## config.mk

```make
export PLATFORM = sky130hd
export DESIGN_NAME = modem_hs_ctl
export DESIGN_NICKNAME = d
export VERILOG_FILES = /design/src/rtl/modem_hs_pkg.sv /design/src/rtl/modem_hs_sync.sv /design/src/rtl/modem_hs_delta.sv /design/src/rtl/modem_hs_regs.sv /design/src/rtl/modem_hs_ctl.sv
export SDC_FILE = /design/constraint.sdc
export NUM_CORES = 1
export LEC_CHECK = 0
export ABC_CLOCK_PERIOD_IN_PS = 1300
export BUFFER_PORTS_ARGS = -buffer_cell sky130_fd_sc_hd__buf_2
export CORE_ASPECT_RATIO = 1.4
export CORE_MARGIN = 5
export CORE_UTILIZATION = 36
export CTS_CLUSTER_DIAMETER = 60
export DETAILED_ROUTE_END_ITERATION = 12
export MAX_ROUTING_LAYER = met4
export PLACE_DENSITY = 0.66
export SYNTH_ARGS = -nofsm -noshare
export SYNTH_HDL_FRONTEND = slang
export SYNTH_SLANG_ARGS = --single-unit
```

## constraint.sdc

```tcl
create_clock -name clk -period 1.3 [get_ports clk]
set_input_delay 0.26 -clock clk [delete_from_list [all_inputs] [get_ports clk]]
set_output_delay 0.26 -clock clk [all_outputs]
set_load 0.05 [all_outputs]
```

## src/rtl/modem_hs_pkg.sv

```systemverilog
package modem_hs_pkg;
  localparam int unsigned AW = 3;
  localparam int unsigned DW = 8;
  localparam int unsigned NSIG = 4;           // cts, dsr, ri, dcd in index order
  localparam logic [AW-1:0] A_ENABLE = 3'd1;
  localparam logic [AW-1:0] A_CTRL   = 3'd4;
  localparam logic [AW-1:0] A_STATUS = 3'd6;
  localparam int unsigned B_DTR  = 0;
  localparam int unsigned B_RTS  = 1;
  localparam int unsigned B_AUX  = 2;
  localparam int unsigned B_IRQE = 3;
  localparam int unsigned B_LOOP = 4;
  localparam int unsigned CTRL_W = 5;
  localparam int unsigned B_MSIE = 3;
  localparam logic [NSIG-1:0] TRAIL_ONLY = 4'b0100;   // ring flags on falling level
endpackage

```

## src/rtl/modem_hs_sync.sv

```systemverilog
module modem_hs_sync #(
  parameter int unsigned W      = 4,
  parameter int unsigned STAGES = 2
) (
  input  logic         clk,
  input  logic         rst_n,
  input  logic [W-1:0] d,
  output logic [W-1:0] q
);
  logic [W-1:0] stage_q [STAGES];

  always_ff @(posedge clk or negedge rst_n) begin
    if (!rst_n) stage_q[0] <= '0;
    else        stage_q[0] <= d;
  end

  generate
    for (genvar s = 1; s < STAGES; s++) begin : g_stage
      always_ff @(posedge clk or negedge rst_n) begin
        if (!rst_n) stage_q[s] <= '0;
        else        stage_q[s] <= stage_q[s-1];
      end
    end
  endgenerate

  assign q = stage_q[STAGES-1];
endmodule

```

## src/rtl/modem_hs_delta.sv

```systemverilog
module modem_hs_delta #(
  parameter int unsigned  W     = 4,
  parameter logic [W-1:0] TRAIL = '0
) (
  input  logic         clk,
  input  logic         rst_n,
  input  logic [W-1:0] lvl,
  input  logic         clr,
  output logic [W-1:0] chg,
  output logic [W-1:0] flags
);
  logic [W-1:0] prev_q;

  generate
    for (genvar i = 0; i < W; i++) begin : g_edge
      if (TRAIL[i]) begin : g_fall
        assign chg[i] = prev_q[i] & ~lvl[i];
      end else begin : g_any
        assign chg[i] = prev_q[i] ^ lvl[i];
      end
    end
  endgenerate

  always_ff @(posedge clk or negedge rst_n) begin
    if (!rst_n) begin
      prev_q <= '0;
      flags  <= '0;
    end else begin
      prev_q <= lvl;
      // a change seen in the clearing cycle wins over the clear
      flags  <= (flags & ~{W{clr}}) | chg;
    end
  end
endmodule

```

## src/rtl/modem_hs_regs.sv

```systemverilog
module modem_hs_regs
  import modem_hs_pkg::*;
(
  input  logic              clk,
  input  logic              rst_n,
  input  logic              we,
  input  logic [AW-1:0]     addr,
  input  logic [CTRL_W-1:0] wctrl,
  input  logic              wmsie,
  output logic [CTRL_W-1:0] ctrl,
  output logic              msie
);
  always_ff @(posedge clk or negedge rst_n) begin
    if (!rst_n) begin
      ctrl <= '0;
      msie <= 1'b0;
    end else if (we) begin
      if (addr == A_CTRL)   ctrl <= wctrl;
      if (addr == A_ENABLE) msie <= wmsie;
    end
  end
endmodule

```

## src/rtl/modem_hs_ctl.sv

```systemverilog
module modem_hs_ctl
  import modem_hs_pkg::*;
#(
  parameter int unsigned SYNC_STAGES = 2
) (
  input  logic          clk,
  input  logic          rst_n,
  input  logic          cs,
  input  logic          rd_en,
  input  logic          wr_en,
  input  logic [AW-1:0] addr,
  input  logic [DW-1:0] wdata,
  output logic [DW-1:0] rdata,
  input  logic          cts_n,
  input  logic          dsr_n,
  input  logic          ri_n,
  input  logic          dcd_n,
  output logic          rts_n,
  output logic          dtr_n,
  output logic          irq_out,
  output logic          irq_oe
);
  logic [NSIG-1:0]   pin_act;
  logic [NSIG-1:0]   pin_lvl;
  logic [NSIG-1:0]   loop_lvl;
  logic [NSIG-1:0]   lvl;
  logic [NSIG-1:0]   chg;
  logic [NSIG-1:0]   flags;
  logic [CTRL_W-1:0] ctrl;
  logic              msi_en;
  logic              loop_en;
  logic              rd_msr;
  logic              wr_hit;
  logic              unused_wdata;

  assign unused_wdata = ^{wdata[DW-1:CTRL_W], wdata[2:0]};

  assign pin_act = ~{dcd_n, ri_n, dsr_n, cts_n};

  modem_hs_sync #(.W(NSIG), .STAGES(SYNC_STAGES)) u_sync (
    .clk(clk), .rst_n(rst_n), .d(pin_act), .q(pin_lvl)
  );

  assign wr_hit = cs & wr_en;

  modem_hs_regs u_regs (
    .clk(clk), .rst_n(rst_n), .we(wr_hit), .addr(addr),
    .wctrl(wdata[CTRL_W-1:0]), .wmsie(wdata[B_MSIE]),
    .ctrl(ctrl), .msie(msi_en)
  );

  assign loop_en  = ctrl[B_LOOP];
  assign loop_lvl = {ctrl[B_IRQE], ctrl[B_AUX], ctrl[B_DTR], ctrl[B_RTS]};
  assign lvl      = loop_en ? loop_lvl : pin_lvl;
  assign rd_msr   = cs & rd_en & (addr == A_STATUS);

  modem_hs_delta #(.W(NSIG), .TRAIL(TRAIL_ONLY)) u_delta (
    .clk(clk), .rst_n(rst_n), .lvl(lvl), .clr(rd_msr),
    .chg(chg), .flags(flags)
  );

  always_comb begin
    rdata = '0;
    if (cs && rd_en) begin
      unique case (addr)
        A_STATUS: rdata = {lvl, flags};
        A_CTRL:   rdata = {{(DW-CTRL_W){1'b0}}, ctrl};
        A_ENABLE: rdata[B_MSIE] = msi_en;
        default:  rdata = '0;
      endcase
    end
  end

  assign dtr_n   = ~(ctrl[B_DTR] & ~loop_en);
  assign rts_n   = ~(ctrl[B_RTS] & ~loop_en);
  assign irq_oe  = ctrl[B_IRQE];
  assign irq_out = ctrl[B_IRQE] & msi_en & (|flags);
endmodule

```

=== Word-level counts from Yosys, hierarchy flattened ===
Index checks and enable logic that the tools add are counted.

* Register bits: 22
* Bits of input ports: 20
* Output and inout bits: 12
* Logic and storage cells: 37

* Equal/unequal tests: 3
* Multiplexer cells: 5
* Bitwise operators: 19
* Reductions and logical operators: 4

{| class="wikitable"
|+ Operators with widths
! cell !! number
|-
| $and A1 B1 Y1 || 8
|-
| $mux W8 || 1
|-
| $not A4 Y4 || 2
|-
| $pmux W4 S2 || 1
|-
| $eq A3 B3 Y1 const B || 2
|-
| $pmux W3 S2 || 1
|-
| $and A4 B4 Y4 || 1
|-
| $mux W4 || 1
|-
| $not A1 Y1 || 4
|-
| $or A4 B4 Y4 || 1
|-
| $reduce_and A2 Y1 || 2
|-
| $reduce_or A4 Y1 || 1
|-
| $eq A3 B1 Y1 const B || 1
|-
| $pmux W1 S3 || 1
|-
| $xor A1 B1 Y1 || 3
|-
| $logic_and A1 B1 Y1 || 1
|}

=== Logic depth before layout (Yosys ltp) ===
Gate-level depths: netlist (run 1).

* Word-level depth: 5
* Gate-level depth with buffers: 4
* Gate-level depth less buffers: 3

=== Cells and area by module ===
Synthesis (run 1) repeated with hierarchy kept, for this count alone.

* Cell total of the unflattened synthesis: 78
* Area total of the unflattened synthesis: 1003.5 µm²

{| class="wikitable"
|+ By module, submodules not included
! module !! instances !! cells an instance !! area an instance (µm²) !! seq. area each (µm²)
|-
| modem_hs_delta || 1 || 17 || 266.5 || 200.2
|-
| modem_hs_ctl || 1 || 35 || 260.2 || 0.0
|-
| modem_hs_regs || 1 || 14 || 246.5 || 150.1
|-
| modem_hs_sync || 1 || 12 || 230.2 || 200.2
|}

=== Worst setup path after synthesis (run 1) ===
OpenSTA, ideal clock, no wires.

* Path kind: flip-flop to output port
* Start point: register u_regs.ctrl[4]
* End point: output port rdata[4]
* Data arrival time: 1.890 ns
* Setup slack: -0.850 ns
* Cell stages (with the launch flop): 4
* Cells stage by stage: dfrtp_1 buf_2 mux2i_1 a211oi_1

* Longest elaborated chain between the ends: 3

{| class="wikitable"
|+ RTL lines
! what !! RTL line !! RTL
|-
| start, declared || modem_hs_regs.sv:10 || <nowiki>output logic [CTRL_W-1:0] ctrl,</nowiki>
|-
| start signal, assigned || modem_hs_regs.sv:18 || <nowiki>if (addr == A_CTRL) ctrl <= wctrl;</nowiki>
|-
| $mux W4 || modem_hs_ctl.sv:54 || <nowiki>assign lvl = loop_en ? loop_lvl : pin_lvl;</nowiki>
|-
| $pmux W4 S2 * || modem_hs_ctl.sv:65 || <nowiki>unique case (addr)</nowiki>
|-
| $mux W8 * || modem_hs_ctl.sv:64 || <nowiki>if (cs && rd_en) begin</nowiki>
|-
| end, declared || modem_hs_ctl.sv:13 || <nowiki>output logic [DW-1:0] rdata,</nowiki>
|}

Mark *: on every way between the ends. The rest lies on a longest branch, timed or not.

=== Worst setup path after layout (run 1) ===
Ends and elaborated chain as after synthesis.

==> results.md, run 1 <==
| Item | Value |
|:---|:---|
| Outcome | complete, but fails checks |
| Failing checks | setup timing |
| Number of buffers added by the clock tree synthesis step | 3 |
| Number of standard cells in the final layout excluding fillers | 168 |
| Most frequent cells after synthesis | sky130_fd_sc_hd__dfrtp_1 (22), sky130_fd_sc_hd__nor2_1 (9), sky130_fd_sc_hd__inv_1 (8) |
| Largest family of logic cells by synthesized area | multiplexers |
| Post-DP Area | 1370 um2 |
| Class of the worst hold path | primary input to flop |
| Final layout net count | 153 |
| Io pins | 32 |
| Fraction of synthesis flops using an asynchronous set or reset pin | 100% |
| Share of the synthesized area in compound gates (AO/OA/AOI/OAI) | 4.60% |
| CORE AREA | 2590 um2 |
| Number of antenna cells inserted | 0 |
| Top-count cell post-synth | sky130_fd_sc_hd__dfrtp_1 |
| Post-Synthesis Net Count | 96 |
| Largest net degree at the start of global routing | 23 |
| Starting density of the core | 36.8% |
| Maximum clock path buffer count | 2 |
| Slowest stage cell on the critical path | sky130_fd_sc_hd__dfrtp_2 |
| Overall die height | 70.9 um |
| Highest net fanout along the worst path | 6 |
| Tot Pwr | 1990 uW |
| Routed via count | 769 |
| Post-synth EDFFs | 0 |
| Period Utilization, post-route | 129% |
| Worst stage delay on the critical path | 510 ps |
| Nature of the critical path endpoint | primary output |
| Total global-route track usage | 12.5% |
| Syn Std Cell Area | 952 um2 |
| DRC viols | 0 |
| Seq cells post-synth | 22 |
| Number of placed cells counting well taps | 158 |
| Leading post-synthesis cells by cell area | sky130_fd_sc_hd__dfrtp_1 (58%), sky130_fd_sc_hd__mux2_2 (8.3%), sky130_fd_sc_hd__mux2i_1 (7.4%) |
| Critical Path Start Type | flop |
| First-pass GRT wire length | 3.50 mm |
| Sinks on the clock net | 22 |
| Number of buffers added on ports | 28 |
| Drt pass-1 iters | 2 |
| TritonCTS clock tree | built |
| Relative slew margins | 68.6% |
| Number of instances in the synthesized netlist | 76 |
| Remaining antenna violation count | 0 |
| Final std cell area, no fill | 1620 um2 |
| Power per Cell Area | 1220 nW/um2 |
| Worst IR Drop VDD | 0.891 mV |
| Drt total wl | 2.00 mm |
| Adder-cell share of the synthesized area | 0% |
| Final count of pins violating max slew | 0 |
| Required time of the critical path | 1040 ps |
| Die W | 53.5 um |
| Critical Path, Cell by Cell | mux2i_4 > a211oi_4 > buf_6 |
| Post-layout min period | 1680 ps |
| Mux contribution to synthesized area | 15.6% |
| Simple-gate area share of the yosys netlist | 14.3% |
| Worst-margin pin slew | 471 ps |
| Final-layout setup total negative slack | -2700 ps |
| Hold violation total from the final report | 0 |
| Maximum clock rate | 0.596 GHz |
| Synthesis warning total | 0 |
| Unique cell type count in the Yosys netlist | 22 |
| Average detailed-routed wire length per instance | 11.9 um |
| Total global routing overflow | 0 |
| GP Congestion | 0.709 |
| Maximum level of the CTS H-tree | 1 |
| 1st-iter DRT viols | 15 |
| Placement row count | 22 |
| Max capacitance violation total | 0 |
| Kind of critical path | flop to primary output |
| Worst-case clock skew | 1.79 ps |
| Fraction of final layout cells with drive strength greater than 1 | 68.2% |
| Share of Yosys cell area claimed by the top area cell type | 57.8% |
| Setup violation total in the final timing report | 12 |
| Vias per cell | 4.58 |
| Post-synth top area cell | sky130_fd_sc_hd__dfrtp_1 |
| Area of the die | 3790 um2 |
| Clock Latency Late Sink | 290 ps |
| Arrival time reported for the critical path endpoint | 1420 ps |
| Most used flip-flop cell after synthesis | sky130_fd_sc_hd__dfrtp_1 |
| Estimated wirelength of the detail-placed design | 1.49 mm |
| Root Buffer Master | sky130_fd_sc_hd__clkbuf_4 |
| Seq/Total Area, Yosys | 57.8% |
| Via count of the first global-routing pass | 814 |
| Static leakage power | 0.000739 uW |
| Area growth syn-to-layout | 70.6% |
| Unrepaired setup endpoints after global routing | true |
| Average cell area after synthesis | 12.5 um2 |
| Post-layout utilization of the core | 62.8% |
| Initial antenna violation count | 0 |
| Final setup margin | -377 ps |
| Clock-pin slew reported for the worst setup and hold paths after clock tree synthesis | 110 ps |
| Fraction of synthesized cell area in xor and xnor cells | 2.76% |
[layout by cell type (no fill, tap or decap), drive strengths merged, types with 2 or more instances in the layout]
master / count
a21o: 3
buf: 53
clkbuf: 4
dfrtp: 22
inv: 8
mux2: 7
mux2i: 7
nand2: 2
nand2b: 2
nor2: 9
nor3b: 2
xnor2: 3
[final timing paths]
check	startpoint	end	slack [ps]	cells past startpoint
max	u_regs.ctrl[4]	rdata[4]	-380	3
min	dsr_n	u_sync.stage_q[5]	90	2
max reg2reg	u_regs.ctrl[4]	u_delta.flags[1]	0	5
min reg2reg	u_sync.stage_q[4]	u_sync.q[0]	360	0
max in group asynchronous	rst_n	u_regs.ctrl[3]	510	2
min in group asynchronous	rst_n	u_sync.stage_q[4]	440	2
[metal layers]
layer,routed length (um),global-route usage [%]
met5,0,-
met4,20,4.26
met3,84,1.26
met2,1150,21.7
met1,745,14.5
[layout make-up]
class                   count  area (um2)
fillers                   229         963
flip-flops and latches     22         554
multi-input cells          44         529
repair buffers             54         429
well taps                  36        45.0
clock buffers               4        36.3
inverters                   8        30.0
[power breakdown]
group / internal [uW] / total (uW) / switching, uW
sequential: 783 / 880 / 97.2
clock: 170 / 352 / 181
combinational: 408 / 757 / 348
[metrics by stage]
stage | hold WS (ps) | worst slack, ps
5_1_grt | 87.9 | -445
6_report | 89.3 | -377
3_3_place_gp | 239 | -198
3_5_place_dp | 242 | -211
4_1_cts | 75.3 | -405
2_1_floorplan | -35.6 | -174
[worst max-delay path, delay by kind of cell (launching register included)]
| kind | cells | cell delay, ps |
|---|---|---|
| DFF | 1 | 510 |
| AOI/OAI and AO/OA | 1 | 210 |
| buffers and inverters | 1 | 180 |
| muxes | 1 | 220 |
[kinds of logic (layout without fill, tap and decap cells)]
kind of cell,count (synthesis),after routing
AO/OA/AOI/OAI,6,6
XOR/XNOR,3,3
buffers and inverters,10,66
flip-flops,22,22
multiplexers,14,14
AND/OR/NAND/NOR,21,21
[flip-flops by register name (all words and copies together) (netlist names)]
signal,cells
u_delta.flags,4
u_sync.stage_q,4
u_regs.msie,1
u_delta.prev_q,4
u_sync.q,4
u_regs.ctrl,5
[timing repair]
item                                    in CTS  in global routing
resized for setup                           41                  3
endpoints found under the hold margin       22                  0
endpoints found under the setup margin      17                 15
buffers inserted                             4                  2
pin swaps                                    3                  0
hold buffers                                 1                  0
Note: power is estimated with default switching activity, not from simulation.
==> inputs of run 2 (changes only) <==
--- a/config.mk
+++ b/config.mk
@@ -9,11 +9,11 @@
 export BUFFER_PORTS_ARGS = -buffer_cell sky130_fd_sc_hd__buf_2
 export CORE_ASPECT_RATIO = 1.4
 export CORE_MARGIN = 5
-export CORE_UTILIZATION = 36
+export CORE_UTILIZATION = 48
 export CTS_CLUSTER_DIAMETER = 60
 export DETAILED_ROUTE_END_ITERATION = 12
 export MAX_ROUTING_LAYER = met4
-export PLACE_DENSITY = 0.66
+export PLACE_DENSITY = 0.83
 export SYNTH_ARGS = -nofsm -noshare
 export SYNTH_HDL_FRONTEND = slang
 export SYNTH_SLANG_ARGS = --single-unit
==> run 2 against run 1 <==
  * The flow still finishes with violations (setup timing)
  * Utilization increased by 22 points
  * Sequential cell count unchanged
  * Via count increased by 2.2%
  * Clock skew increased by 2.9 ps
  * Setup slack got worse by 33 ps
  * Die area decreased by 21%
  * Clock power increased by 6.2%
  * Final cell count decreased by 8.9%
  * Count of clock-buffer cells in the layout unchanged
  * Wire length increased by 30%
  * Largest power group unchanged
  * Highest routed layer unchanged
==> results.md, run 2 (synthesis results as in run 1) <==
| Item | Value | vs previous |
|:---|:---|:---|
| Outcome | complete, but fails checks |  |
| Failing checks | setup timing |  |
| Post-DP Area | 1360 um2 | -0.82% |
| Final count of pins violating max slew | 0 | unchanged |
| Clk network pwr share | 17.9% | +0.2 points |
| Critical Path, Cell by Cell | mux2i_4 > a211oi_4 > buf_6 |  |
| Setup violation total in the final timing report | 14 | +2 |
| Critical Path Start Type | flop |  |
| Clock Latency Late Sink | 300 ps | about the same |
| Number of antenna cells inserted | 0 | unchanged |
| Nature of the critical path endpoint | primary output |  |
| Critical Path Source | u_regs.ctrl[4] |  |
| Kind of critical path | flop to primary output |  |
| Placement row count | 19 | -14% |
| Worst-margin pin slew | 464 ps | -6.59 ps |
| Sinks on the clock net | 22 | unchanged |
| Int Power | 1400 uW | +2.6% |
| Highest net fanout along the worst path | 7 | +1 |
| GP Congestion | 0.743 | +4.9% |
| Maximum clock rate | 0.585 GHz | -1.9% |
| Area of the die | 2990 um2 | -21% |
| Power per Cell Area | 1290 nW/um2 | +5.2% |
| Final std cell area, no fill | 1630 um2 | about the same |
| Overall die height | 62.7 um | -12% |
| Fraction of final layout cells with drive strength greater than 1 | 69.7% | +1.5 points |
| Final layout net count | 153 | unchanged |
| 1st-iter DRT viols | 18 | +3 |
| Root Buffer Master | sky130_fd_sc_hd__clkbuf_4 |  |
| Vias per cell | 5.14 | +12% |
| Drt pass-1 iters | 4 | +2 |
| Class of the worst hold path | primary input to flop |  |
| Post-layout utilization of the core | 84.4% | +22 points |
| Worst-case clock skew | 4.69 ps | +2.91 ps |
| Static leakage power | 0.000749 uW | +1.3% |
| Setup slack after placement | -215 ps | -3.82 ps |
| Io pins | 32 | unchanged |
| DRC viols | 0 | unchanged |
| Final setup margin | -410 ps | -32.9 ps |
| Comb pwr share | 39.4% | +1.3 points |
| Post-layout min period | 1710 ps | +32.9 ps |
| Maximum level of the CTS H-tree | 1 | unchanged |
| Max capacitance violation total | 0 | unchanged |
| Drt total wl | 2.60 mm | +30% |
| Remaining antenna violation count | 0 | unchanged |
| CORE AREA | 1930 um2 | -26% |
| Most common cell after layout, fill and taps aside | sky130_fd_sc_hd__buf_4 |  |
| Total global-route track usage | 19.4% | +7.0 points |
| Average detailed-routed wire length per instance | 17.0 um | +43% |
| Hold violation total from the final report | 0 | unchanged |
| Arrival time reported for the critical path endpoint | 1450 ps | +30 ps |
| Unrepaired setup endpoints after global routing | true |  |
| Most frequent cells in the layout | sky130_fd_sc_hd__buf_4 (20), sky130_fd_sc_hd__dfrtp_1 (18), sky130_fd_sc_hd__buf_2 (17), sky130_fd_sc_hd__buf_6 (10) |  |
| Maximum clock path buffer count | 2 | unchanged |
| First-pass GRT wire length | 4.10 mm | +17% |
| Switching share of power | 33.3% | +1.7 points |
| Area growth syn-to-layout | 70.7% | about the same |
| Initial antenna violation count | 0 | unchanged |
| Number of flip-flops in the largest register | 5 | unchanged |
| Period Utilization, post-route | 132% | +2.5 points |
| Top reg by flops | u_regs.ctrl |  |
| TritonCTS clock tree | built |  |
| Net Sw Power | 696 uW | +11% |
| Beginning of the worst register-to-register path | u_regs.ctrl[4] |  |
| Via count of the first global-routing pass | 895 | +10% |
| Largest net degree at the start of global routing | 23 | unchanged |
| Required time of the critical path | 1040 ps | about the same |
| Final-layout setup total negative slack | -3280 ps | -584 ps |
| Routed via count | 786 | +2.2% |
| Slowest stage cell on the critical path | sky130_fd_sc_hd__dfrtp_2 |  |
| Sequential cell fraction of total power | 42.7% | -1.5 points |
| Die W | 47.6 um | -11% |
| Number of buffers added by the clock tree synthesis step | 3 | unchanged |
| Relative slew margins | 69.1% | +0.44 points |
| Starting density of the core | 49.4% | +13 points |
| Clock-pin slew reported for the worst setup and hold paths after clock tree synthesis | 120 ps | about the same |
| Min-Delay Startpoint | dsr_n |  |
| Worst stage delay on the critical path | 520 ps | about the same |
| Number of buffers added on ports | 28 | unchanged |
| Worst IR Drop VDD | 1.26 mV | +42% |
| Estimated wirelength of the detail-placed design | 1.67 mm | +12% |
| Total global routing overflow | 0 | unchanged |
run 2: changes by cell type in the layout (fill, tap and decap cells not counted):
cell	previous run	this run
sky130_fd_sc_hd__buf_8	2	6
sky130_fd_sc_hd__buf_6	13	10
sky130_fd_sc_hd__buf_4	21	20
sky130_fd_sc_hd__dfrtp_1	19	18
sky130_fd_sc_hd__dfrtp_2	3	4
sky130_fd_sc_hd__nand2b_1	1	0
sky130_fd_sc_hd__nand2b_4	1	2
sky130_fd_sc_hd__nand3_2	0	1
sky130_fd_sc_hd__nand3_4	1	0
run 2: worst paths after layout:
path | slack [ps] | to | depth (start not counted)
hold / removal | 70 | u_sync.stage_q[5] | 2
setup reg to reg | -50 | u_delta.flags[3] | 4
setup / recovery | -410 | rdata[4] | 3
max in group asynchronous | 530 | u_regs.ctrl[3] | 2
hold reg to reg | 360 | u_sync.q[0] | 0
min in group asynchronous | 420 | u_regs.ctrl[2] | 2
run 2: power groups by stage:
| stage | sequential [uW] | combinational (uW) | clock, uW |
|---|---|---|---|
| after floorplan | 869 | 382 | 0 |
| after global placement | 867 | 576 | 0 |
| after detailed placement | 875 | 598 | 0 |
| after CTS | 875 | 719 | 381 |
| after global routing | 903 | 874 | 418 |
| final | 893 | 825 | 374 |
run 2: repair_timing:
item	in CTS	in global routing
setup buffers	2	5
cloned	0	0
gates resized for setup	33	18
pin swaps	1	4
hold buffers	1	0
setup endpoints to repair	16	16
endpoints found under the hold margin	22	0
run 2: area by class of cell:
type	instances	area, um2
inverter	8	30.0
multi-input combinational	44	529
fill	103	300
sequential	22	556
clock buffer	4	36.3
tap	21	26.3
timing repair buffer	54	448
run 2: routing by layer:
metal  track usage (%)  up-vias  wire (um)
met4              8.08        0         41
met2              33.1       25       1520
met1              22.6      395        954
met5                 -        -          0
li1                  -      362          -
met3             0.865        4         77
run 2: metrics by stage:
stage                     std cells  hold WS [ps]  total power (uW)
final                           153          74.1              2090
after detailed placement        144           239              1470
after global placement          144           235              1440
after global routing            153          63.3              2200
after floorplan                  76         -35.6              1250
after CTS                       151          66.0              1970
run 2: worst max-delay path: cells and delay by family (launching register included):
family	cells	cell delay (ps)
multiplexers	1	230
AO/OA/AOI/OAI	1	210
buffers and inverters	1	190
flip-flops	1	520
==> inputs of run 3 (changes only) <==
--- a/config.mk
+++ b/config.mk
@@ -6,7 +6,7 @@
 export NUM_CORES = 1
 export LEC_CHECK = 0
 export ABC_CLOCK_PERIOD_IN_PS = 1300
-export BUFFER_PORTS_ARGS = -buffer_cell sky130_fd_sc_hd__buf_2
+export BUFFER_PORTS_ARGS = -buffer_cell sky130_fd_sc_hd__clkbuf_2
 export CORE_ASPECT_RATIO = 1.4
 export CORE_MARGIN = 5
 export CORE_UTILIZATION = 48
==> run 3 against run 2 <==
  * The flow still finishes with violations (setup timing)
  * Register-to-register slack worse by 20 ps
  * Final area is 4.1% higher
  * Clock skew is 9.9 ps higher
  * Power is 3.0% higher
  * First-iteration DRC count is 39% lower
  * Global-route usage is 1.0 points higher
  * Via count is 0.13% lower
  * Setup slack worse by 14 ps
  * Critical path depth stayed put
  * Non-clock buffer count is 1 lower
  * Critical path type unchanged
  * Critical endpoint unchanged
==> results.md, run 3 (synthesis results as in run 1) <==
| Item | Value | vs previous |
|:---|:---|:---|
| Outcome | complete, but fails checks |  |
| Number of flip-flops in the largest register | 5 | unchanged |
| Worst IR Drop VDD | 1.17 mV | -7.3% |
| Failing checks | setup timing |  |
| Min-Delay Startpoint | dsr_n |  |
| 1st-iter DRT viols | 11 | -7 |
| Number of antenna cells inserted | 0 | unchanged |
| Number of buffers added on ports | 28 | unchanged |
| Required time of the critical path | 1040 ps | about the same |
| Total global routing overflow | 0 | unchanged |
| Switching share of power | 32.7% | -0.56 points |
| Worst-margin pin slew | 510 ps | +45.6 ps |
| Root Buffer Master | sky130_fd_sc_hd__clkbuf_4 |  |
| Largest net degree at the start of global routing | 23 | unchanged |
| Final setup margin | -424 ps | -13.8 ps |
| Period Utilization, post-route | 133% | +1.1 points |
| Most common cell after layout, fill and taps aside | sky130_fd_sc_hd__dfrtp_1 |  |
| Die W | 47.6 um | unchanged |
| Static leakage power | 0.000792 uW | +5.7% |
| Clock-pin slew reported for the worst setup and hold paths after clock tree synthesis | 120 ps | about the same |
| GP Congestion | 0.741 | -0.35% |
| Estimated wirelength of the detail-placed design | 1.56 mm | -6.6% |
| Remaining antenna violation count | 0 | unchanged |
| TritonCTS clock tree | built |  |
| Vias per cell | 5.16 | +0.53% |
| Sinks on the clock net | 22 | unchanged |
| Post-layout min period | 1720 ps | +13.8 ps |
| Hold violation total from the final report | 0 | unchanged |
| Area of the die | 2990 um2 | unchanged |
| Number of placed cells counting well taps | 140 | -2.8% |
| Clock Latency Late Sink | 310 ps | about the same |
| Endpoint of the lowest-slack register-to-register path | u_delta.flags[0] |  |
| Unrepaired setup endpoints after global routing | true |  |
| Area growth syn-to-layout | 77.7% |  |
| Nature of the critical path endpoint | primary output |  |
| Maximum clock path buffer count | 2 | unchanged |
| Terminating pin of the worst hold path | u_sync.stage_q[5] |  |
| Number of standard cells in the final layout excluding fillers | 152 | -0.65% |
| Drt pass-1 iters | 4 | unchanged |
| Highest-utilization routing layer at the global route stage | met2 |  |
| Max capacitance violation total | 0 | unchanged |
| Maximum level of the CTS H-tree | 1 | unchanged |
| Worst Hold Depth | 2 | unchanged |
| DRC viols | 0 | unchanged |
| Top reg by flops | u_regs.ctrl |  |
| Met2 Track Usage GR | 36.9% | +3.9 points |
| Reg-to-reg setup timing slack | -70 ps | -20 ps |
| Arrival time reported for the critical path endpoint | 1460 ps | about the same |
| Number of buffers added by the clock tree synthesis step | 3 | unchanged |
| Io pins | 32 | unchanged |
| Highest net fanout along the worst path | 7 | unchanged |
| Total global-route track usage | 20.5% | +1.0 points |
| Sequential cell area | 556 um2 | unchanged |
| Relative slew margins | 66.0% | -3.0 points |
| Fraction of final layout cells with drive strength greater than 1 | 68.7% | -0.99 points |
| Met3 demand-to-capacity share in global routing | 2.02% | +1.2 points |
| Area of combinational cells with multiple inputs | 529 um2 | unchanged |
| Net Sw Power | 705 uW | +1.3% |
| Setup violation total in the final timing report | 13 | -1 |
| Class of the worst hold path | primary input to flop |  |
| Final layout net count | 152 | -0.65% |
| Most frequent cells in the layout | sky130_fd_sc_hd__dfrtp_1 (18), sky130_fd_sc_hd__clkbuf_2 (16), sky130_fd_sc_hd__buf_4 (15), sky130_fd_sc_hd__buf_6 (9) |  |
| Worst-case clock skew | 14.6 ps | +9.86 ps |
| Placement row count | 19 | unchanged |
| CORE AREA | 1930 um2 | unchanged |
| Beginning of the worst register-to-register path | u_regs.ctrl[4] |  |
| Power per Cell Area | 1270 nW/um2 | -1.1% |
| Average detailed-routed wire length per instance | 17.2 um | +1.1% |
| First-pass GRT wire length | 4.26 mm | +3.9% |
| Via count of the first global-routing pass | 949 | +6.0% |
| Kind of critical path | flop to primary output |  |
| Final std cell area, no fill | 1690 um2 | +4.1% |
| Maximum clock rate | 0.580 GHz | -0.80% |
| Routed via count | 785 | -0.13% |
| Comb pwr share | 41.5% | +2.1 points |
| Overall die height | 62.7 um | unchanged |
| Final count of pins violating max slew | 0 | unchanged |
| Clk network pwr share | 17.2% | -0.7 points |
| R2R cell count | 5 | +1 |
| Final-layout setup total negative slack | -3390 ps | -107 ps |
| Critical Path Start Type | flop |  |
| Fill cell instance count of the final layout | 81 | -21% |
| Starting density of the core | 49.4% | unchanged |
| Post-DP Area | 1390 um2 | +2.2% |
| Initial antenna violation count | 0 | unchanged |
| Int Power | 1450 uW | +3.8% |
| Met1 track utilization from global routing | 21.2% | -1.5 points |
| Sequential cell fraction of total power | 41.4% | -1.3 points |
| Drt total wl | 2.61 mm | +0.42% |
==> run 3: changes by cell type in the layout (fill, tap and decap cells not counted), sizes merged <==
cell    previous run  this run
buf               53        35
clkbuf             4        21
==> run 3: power groups by stage <==
stage	Sequential [uW]	Combinational (uW)	Clock, uW
floorplan	869	382	0
global placement	868	578	0
CTS	872	744	373
detailed placement	877	595	0
finish	892	894	370
global route	903	942	422
==> run 3: per-stage QoR <==
step	hold slack [ps]	total power, uW	worst slack, ps	util [%]
2_1_floorplan	-35.6	1250	-174	-
3_3_place_gp	251	1450	-165	72.1
3_5_place_dp	253	1470	-218	72.1
4_1_cts	75.0	1990	-422	82.6
5_1_grt	64.6	2270	-505	87.8
6_report	67.4	2160	-424	87.8
==> run 3: how the worst max path moves through the flow <==
stage          depth (start not counted)  slack [ps]            from        to
2_1_floorplan                          3        -170  u_regs.ctrl[4]  rdata[4]
3_3_place_gp                           5        -170         addr[1]  rdata[3]
4_1_cts                                3        -420  u_regs.ctrl[4]  rdata[4]
3_5_place_dp                           5        -220         addr[1]  rdata[3]
5_1_grt                                3        -500  u_regs.ctrl[4]  rdata[4]
6_report                               3        -420  u_regs.ctrl[4]  rdata[4]
==> run 3: layer usage <==
metal	wire length [um]	part of all wire, %
met1	897	34
met2	1520	58
met3	96	3.7
met4	94	3.6
met5	0	0
==> run 3: repair_timing <==
| action | in CTS | in global routing |
|---|---|---|
| pin swaps | 5 | 2 |
| gates cloned | 0 | 0 |
| hold buffers | 1 | 0 |
| gates resized for setup | 27 | 21 |
| hold endpoints to repair | 22 | 0 |
| endpoints found under the setup margin | 15 | 15 |
| setup buffers | 4 | 4 |
==> run 3: area by class of cell <==
type                    instances  share of cell area (%)
clock buffers                   4                    2.14
multi-input cells              44                    31.3
flip-flops and latches         22                    32.8
repair buffers                 53                    30.4
well taps                      21                    1.55
inverters                       8                    1.78
==> run 3: worst max-delay path: stages (launching register included) <==
cell	delay [ps]
sky130_fd_sc_hd__dfrtp_2	500
sky130_fd_sc_hd__mux2i_4	230
sky130_fd_sc_hd__a211oi_4	260
sky130_fd_sc_hd__buf_12	170
